[config.mk]
export PLATFORM = sky130hd
export DESIGN_NAME = dpreg_file
export DESIGN_NICKNAME = d
export VERILOG_FILES = /design/src/rtl/dprf_pkg.sv /design/src/rtl/dprf_bank.sv /design/src/rtl/dprf_rport.sv /design/src/rtl/dpreg_file.sv
export SDC_FILE = /design/constraint.sdc
export NUM_CORES = 1
export LEC_CHECK = 0
export CORE_UTILIZATION = 47
export CTS_CLUSTER_DIAMETER = 100
export CTS_CLUSTER_SIZE = 25
export DETAILED_ROUTE_END_ITERATION = 7
export PLACE_DENSITY = 0.71
export SLEW_MARGIN = 20
export SYNTH_ARGS = -nofsm -noshare
export SYNTH_HDL_FRONTEND = slang
export SYNTH_SLANG_ARGS = --single-unit
export TNS_END_PERCENT = 10
[constraint.sdc]
create_clock -name clk_i -period 3.9 [get_ports clk_i]
set_input_delay 0.39 -clock clk_i [delete_from_list [all_inputs] [get_ports clk_i]]
set_output_delay 0.39 -clock clk_i [all_outputs]
set_load 0.05 [all_outputs]
[src/rtl/dprf_pkg.sv]
package dprf_pkg;
  // value that makes the count of ones odd once appended
  function automatic logic odd_fill(input logic [63:0] v);
    return ~(^v);
  endfunction
endpackage

[src/rtl/dprf_bank.sv]
module dprf_bank #(
  parameter int unsigned DEPTH = 32,
  parameter int unsigned WIDTH = 9,
  parameter int unsigned AW    = 5
) (
  input  logic             clk_i,
  input  logic             a_we_i,
  input  logic [AW-1:0]    a_addr_i,
  input  logic [WIDTH-1:0] a_word_i,
  input  logic             b_we_i,
  input  logic [AW-1:0]    b_addr_i,
  input  logic [WIDTH-1:0] b_word_i,
  input  logic [AW-1:0]    rd_addr_i,
  output logic [WIDTH-1:0] rd_word_o
);
  logic [WIDTH-1:0] mem_q [DEPTH];

  // port A assigned last: wins on same-address writes
  always_ff @(posedge clk_i) begin
    if (b_we_i) mem_q[b_addr_i] <= b_word_i;
    if (a_we_i) mem_q[a_addr_i] <= a_word_i;
  end

  assign rd_word_o = mem_q[rd_addr_i];
endmodule

[src/rtl/dprf_rport.sv]
module dprf_rport #(
  parameter int unsigned WIDTH = 9
) (
  input  logic             clk_i,
  input  logic             rst_ni,
  input  logic             re_i,
  input  logic [WIDTH-1:0] word_i,
  output logic [WIDTH-1:0] rdata_o,
  output logic             perr_o
);
  always_ff @(posedge clk_i or negedge rst_ni) begin
    if (!rst_ni) begin
      rdata_o <= '0;
      perr_o  <= 1'b0;
    end else if (re_i) begin
      rdata_o <= word_i;
      perr_o  <= ~(^word_i);
    end
  end

  AST_OUT_HOLD: assert property (@(posedge clk_i) disable iff (!rst_ni)
    ($past(rst_ni) && !$past(re_i)) |-> ($stable(rdata_o) && $stable(perr_o)));
  AST_PERR_TRACKS_WORD: assert property (@(posedge clk_i) disable iff (!rst_ni)
    ($past(rst_ni) && $past(re_i)) |-> (perr_o == ~(^rdata_o)));
endmodule

[src/rtl/dpreg_file.sv]
module dpreg_file #(
  parameter int unsigned DEPTH = 32,
  parameter int unsigned WIDTH = 9,
  localparam int unsigned AW   = $clog2(DEPTH)
) (
  input  logic             clk_i,
  input  logic             rst_ni,
  input  logic             a_we_i,
  input  logic             a_re_i,
  input  logic             a_pgen_i,
  input  logic [AW-1:0]    a_addr_i,
  input  logic [WIDTH-1:0] a_wdata_i,
  output logic [WIDTH-1:0] a_rdata_o,
  output logic             a_perr_o,
  input  logic             b_we_i,
  input  logic             b_re_i,
  input  logic             b_pgen_i,
  input  logic [AW-1:0]    b_addr_i,
  input  logic [WIDTH-1:0] b_wdata_i,
  output logic [WIDTH-1:0] b_rdata_o,
  output logic             b_perr_o,
  output logic             coll_o
);
  import dprf_pkg::*;

  localparam int unsigned NPORT = 2;
  localparam int unsigned PW    = WIDTH - 1;

  logic [NPORT-1:0]            re, pgen, perr;
  logic [NPORT-1:0][AW-1:0]    addr;
  logic [NPORT-1:0][WIDTH-1:0] wdata, wword, rword, rdata;

  assign re    = {b_re_i, a_re_i};
  assign pgen  = {b_pgen_i, a_pgen_i};
  assign addr  = {b_addr_i, a_addr_i};
  assign wdata = {b_wdata_i, a_wdata_i};

  for (genvar p = 0; p < NPORT; p++) begin : g_port
    assign wword[p] = pgen[p] ? {odd_fill(64'(wdata[p][PW-1:0])), wdata[p][PW-1:0]}
                              : wdata[p];

    // copy p serves the reads of port p; both copies take both writes
    dprf_bank #(.DEPTH(DEPTH), .WIDTH(WIDTH), .AW(AW)) u_bank (
      .clk_i    (clk_i),
      .a_we_i   (a_we_i),
      .a_addr_i (a_addr_i),
      .a_word_i (wword[0]),
      .b_we_i   (b_we_i),
      .b_addr_i (b_addr_i),
      .b_word_i (wword[1]),
      .rd_addr_i(addr[p]),
      .rd_word_o(rword[p])
    );

    dprf_rport #(.WIDTH(WIDTH)) u_rport (
      .clk_i  (clk_i),
      .rst_ni (rst_ni),
      .re_i   (re[p]),
      .word_i (rword[p]),
      .rdata_o(rdata[p]),
      .perr_o (perr[p])
    );
  end

  assign a_rdata_o = rdata[0];
  assign b_rdata_o = rdata[1];
  assign a_perr_o  = perr[0];
  assign b_perr_o  = perr[1];

  logic same_wr;
  assign same_wr = a_we_i && b_we_i && (a_addr_i == b_addr_i);

  always_ff @(posedge clk_i or negedge rst_ni) begin
    if (!rst_ni) coll_o <= 1'b0;
    else         coll_o <= same_wr;
  end

  AST_COLL_NEEDS_A: assert property (@(posedge clk_i) disable iff (!rst_ni)
    coll_o |-> $past(a_we_i));
  AST_COLL_NEEDS_B: assert property (@(posedge clk_i) disable iff (!rst_ni)
    coll_o |-> $past(b_we_i));
  AST_NO_COLL_SPLIT: assert property (@(posedge clk_i) disable iff (!rst_ni)
    ($past(rst_ni) && $past(a_addr_i) != $past(b_addr_i)) |-> !coll_o);
endmodule

== Word level (Yosys, flattened, before mapping) ==
Memory sizes are Yosys's and may differ from the RTL's.
Cells that the tools add are included.

* Register bits: 21
* Bits in writable memories: 576
* Bits of input ports: 36
* Output and inout port bits: 21
* Word-level logic and storage cells: 24
* Memories kept: 2

* Equal/unequal tests: 1
* Mux-type cells: 6
* Bitwise gates (word level): 4
* Reductions and logical operators: 6

{| class="wikitable"
|+ Memory list
! name !! depth !! bits a word !! rd ports !! clocked after memory_dff !! wr ports !! line !! RTL
|-
| g_port[0].u_bank.mem_q || 32 || 9 || 1 || 0 || 2 || dprf_bank.sv:16 || <nowiki>logic [WIDTH-1:0] mem_q [DEPTH];</nowiki>
|-
| g_port[1].u_bank.mem_q || 32 || 9 || 1 || 0 || 2 || dprf_bank.sv:16 ||
|}

{| class="wikitable"
|+ Operator list
! operator !! number
|-
| $reduce_xor A64 Y1 || 2
|-
| $mux W9 || 2
|-
| $reduce_xor A9 Y1 || 2
|-
| $eq A5 B5 Y1 || 1
|-
| $mux W1 || 4
|-
| $not A1 Y1 || 4
|-
| $logic_and A1 B1 Y1 || 2
|}

== Logic depth before layout (Yosys ltp) ==
* Depth after elaboration: 3
* Gate-level depth with buffers: 13
* Gate-level depth less buffers: 8

== Cells and area by module ==
A second synthesis with hierarchy kept.

* Cell total of the unflattened synthesis: 1,791
* Area total of the unflattened synthesis: 30,933.4 um^2

{| class="wikitable"
|+ Modules (own cells, without submodules)
! module !! instances !! cells each !! area each (um^2) !! seq. area each (um^2)
|-
| dprf_bank || 2 || 854 || 14,889.3 || 8,648.3
|-
| dprf_rport || 2 || 29 || 459.2 || 250.2
|-
| dpreg_file || 1 || 25 || 236.5 || 25.0
|}

== Worst setup path before layout ==
Ideal clock, no wire load.

* Kind: input -> register
* Start: input port a_addr_i[0]
* End: memory g_port[1].u_bank.mem_q[20][0] (data pin)
* Setup time: 0.260 ns
* Arrival time: 2.534 ns
* Data required time: 3.640 ns
* Slack: 1.106 ns
* Stages on the path: 9
* Path buffers: 6
* Cells stage by stage: buf_4 buf_4 buf_6 buf_4 buf_2 or3b_2 clkbuf_1 nor2_2 mux2_2

{| class="wikitable"
|+ RTL lines
! element !! line !! RTL
|-
| from (decl) || dpreg_file.sv:11 || <nowiki>input logic [AW-1:0] a_addr_i,</nowiki>
|-
| to (decl) || dprf_bank.sv:16 ||
|}

== Worst setup path after layout ==
* Start: input port a_addr_i[2]
* End: register g_port[0].u_rport.perr_o

* Word-level cells in the longest chain between the ends: 3

{| class="wikitable"
|+ Ends and longest elaborated chain
! element !! line !! RTL
|-
| $mem_v2 Z32 W9 || -- ||
|-
| $reduce_xor A9 Y1 || dprf_rport.sv:17 || <nowiki>perr_o <= ~(^word_i);</nowiki>
|-
| $not A1 Y1 || dprf_rport.sv:17 ||
|-
| to (signal assigned) || dprf_rport.sv:17 ||
|-
| to (decl) || dprf_rport.sv:9 || <nowiki>output logic perr_o</nowiki>
|}

No other way between the ends.
A chain may end at the register's enable or synchronous reset.

==> flow_metrics.tcl <==
set metrics [dict create \
    outcome "finished, final reports clean" \
    fill_cells 3246 \
    syn_inst 1302 \
    tightest_slew_ns 0.878 \
    finalHoldViolations 0 \
    fin_crit_ns 3.11 \
    grt_pass1_vias 12901 \
    synth-async-reset-ratio_pct 6.80 \
    r2r.worst_path.cells 7 \
    cts_htree_levels 1 \
    synth.distinct_cells 52 \
    yosys_warnings 0 \
    hold_class "primary input to async pin" \
    vias 13452 \
    post_cts_resized 0 \
    relSlewSlack_pct 40.8 \
    nNetsFinal 1427 \
    tritoncts "yes" \
    drv_slew 0 \
    drcViolationCount 0 \
    maxUsedRoutingLayer "met5" \
    p_per_area_mw_per_mm2 359 \
    die_area_mm2 0.0403 \
    portBuffers 56 \
    synth-edff-count 288 \
    r2r_slack_ns 0.86 \
    cap_violations 0 \
    syn_area_per_cell_um2 14.2 \
    start_kind "primary input" \
    rsz0062_at_grt "false" \
    critPathArrivalTime_ns 3.54 \
    start_util_pct 47.8 \
    pin_count 57 \
    endpoint "g_port[0].u_rport.perr_o$_DFFE_PN0P_" \
    synth_flop_cell "edfxtp_1" \
    syn-num-nets 1338 \
    postLayoutCellArea_mm2 0.0208 \
    clock-root-buffer "clkbuf_16" \
    setup_viol 0 \
    grt_antenna_before_repair 3 \
    gp_congestion 1.03 \
    ys_ff_latch 309 \
    r2r-start "g_port[1].u_bank.mem_q[22][0]$_DFFE_PP_" \
    wirelength_mm 70.0 \
    ff_latch_area_mm2 0.00917 \
    cts_sinks 309 \
    yosysSeqAreaShare_pct 49.5 \
    area_growth_pct 12.4 \
    max_freq_mhz 322 \
    core-area_mm2 0.0388 \
    grt_first_pass_wirelength_mm 99.6 \
    dr.pass1.iters 6 \
    worst_setup_path_end_kind "register" \
    r2r-end "g_port[1].u_rport.perr_o$_DFFE_PN0P_" \
    dr_wl_met2_mm 31.3 \
    period_share_pct 79.7 \
    met3_length_mm 7.56 \
    syn_area_mm2 0.0186 \
    ir_worst_vdd_uv 255 \
    placed_cell_area_mm2 0.0203 \
    die_w_um 201 \
    chipHeight_um 201 \
    tns_ns 0 \
    final_core_util_pct 53.7 \
    required_ns 4.33 \
    criticalPathCategory "primary input to register" \
    overflow 0 \
    grt_use_total_pct 34.8 \
    clockBufferDepth 3 \
    setup_ws_ns 0.792 \
    dp_hpwl_mm 50.9 \
    leakagePower_uw 0.00722 \
    clk_pin_slew_ns 0.10 \
    drt-initial-drc-count 1705 \
    grt_max_degree 56 \
    numCtsBuffers 16 \
    drive_above_1_share_pct 38.0 \
    cp_max_fo 11 \
    pre_cts_slack_ns 0.296 \
    wl_per_cell_um 36.5 \
    viasPerCell 7.02 \
    ant_nets 0 \
    wl_met1_mm 29.0 \
    multiInputGateArea_mm2 0.00884 \
    clkLatencyLatePin_ns 0.54 \
    rows 72 \
    cp-startpoint "a_addr_i[2]" \
    fin_skew_ns 0.0179 \
]
layer usage:
metal | up-vias | track usage, %
met5 | - | 0
met4 | 2 | 8.97
met3 | 112 | 7.29
met2 | 851 | 53.5
met1 | 7074 | 50.2
li1 | 5413 | -
logic make-up (layout without fill, tap and decap cells):
family	count (synthesis)	in the layout	synth area share (%)
compound gates	148	148	5.12
mux	517	517	35.0
buf+inv	125	220	3.01
other cells	0	1	0
flops	309	309	49.5
xor+xnor	33	33	1.71
simple gates	170	170	5.67
stage by stage:
stage               hold slack, ns  instances  power, uW
finish                       0.339       1916       7490
global route                 0.389       1915       7670
CTS                          0.429       1914       7480
detailed placement           0.513       1890       5520
global placement             0.492       1890       5490
floorplan                   0.0944       1302       4870
power breakdown:
group / total [uW] / internal (uW) / switching (uW)
sequential: 3840 / 3770 / 74.8
clock: 2020 / 915 / 1100
combinational: 1630 / 657 / 978
critical path: stages:
cell             delay [ns]
clkdlybuf4s50_1        0.70
or4b_2                 0.87
o22ai_1                0.26
nor4_1                 0.10
buf_4                  0.15
nand2_1                0.09
xnor2_1                0.12
xnor3_1                0.43
xnor2_1                0.14
mux2_2                 0.26
layout make-up:
class | count | area share (%)
Sequential cell | 309 | 44.0
Timing Repair Buffer | 196 | 8.03
Clock inverter | 2 | 0.186
Multi-Input combinational cell | 868 | 42.4
Tap cell | 518 | 3.11
Antenna cell | 1 | 0.0120
Clock buffer | 22 | 2.23
worst min-delay path by stage:
stage	slack (ns)	cells past startpoint	endpoint	from
2_1_floorplan	0.09	0	coll_o$_DFF_PN0_	rst_ni
3_3_place_gp	0.49	1	g_port[1].u_rport.rdata_o[3]$_DFFE_PN0P_	g_port[1].u_rport.rdata_o[3]$_DFFE_PN0P_
3_5_place_dp	0.51	1	g_port[1].u_rport.rdata_o[3]$_DFFE_PN0P_	g_port[1].u_rport.rdata_o[3]$_DFFE_PN0P_
4_1_cts	0.43	1	g_port[0].u_rport.rdata_o[6]$_DFFE_PN0P_	rst_ni
5_1_grt	0.39	2	g_port[0].u_rport.rdata_o[6]$_DFFE_PN0P_	rst_ni
6_report	0.34	2	g_port[0].u_rport.rdata_o[6]$_DFFE_PN0P_	rst_ni
sequential cells by signal (all words and copies together), names as in the netlist:
| name | count |
|---|---|
| g_port.u_bank.mem_q | 288 |
| g_port.u_rport.rdata_o | 18 |
| g_port.u_rport.perr_o | 2 |
| coll_o | 1 |
cell usage in the layout, fill, tap and decap left out, drive strengths merged, types with 6 or more instances in the layout:
| master | instances |
|---|---|
| edfxtp | 288 |
| mux2 | 265 |
| mux2i | 176 |
| buf | 145 |
| o22ai | 88 |
| mux4 | 76 |
| clkdlybuf4s50 | 50 |
| nor2 | 40 |
| nand2 | 30 |
| xnor2 | 28 |
| clkbuf | 22 |
| dfrtp | 21 |
| nor4 | 17 |
| o21ai | 16 |
| a22oi | 14 |
| nand3 | 11 |
| or4bb | 11 |
| a21oi | 8 |
| nand4b | 8 |
| or4b | 8 |
| a31oi | 8 |
| nor3b | 7 |
| a32oi | 6 |
cell usage after synthesis, types with 8 or more instances:
cell type,number,area share (%)
a21oi_1,8,0.22
a22oi_1,14,0.57
a31oi_1,8,0.27
buf_1,8,0.16
buf_2,30,0.81
clkbuf_1,77,1.6
dfrtp_1,21,2.8
edfxtp_1,288,47
mux2_2,264,16
mux2i_1,175,9.4
mux4_2,69,8.4
nand2_1,30,0.61
nand3_1,11,0.30
nand4b_1,8,0.38
nor2_1,26,0.53
nor2_2,14,0.47
nor4_1,17,0.57
o21ai_0,16,0.43
o22ai_1,88,3.0
or4b_2,8,0.43
or4bb_1,11,0.67
xnor2_1,28,1.3
repair_timing:
item | 4_1_cts | 5_1_grt
endpoints found under the hold margin | 0 | 21
hold buffers | 0 | 1
buffers inserted | 0 | 0
Power figures use the tool's default switching activity.
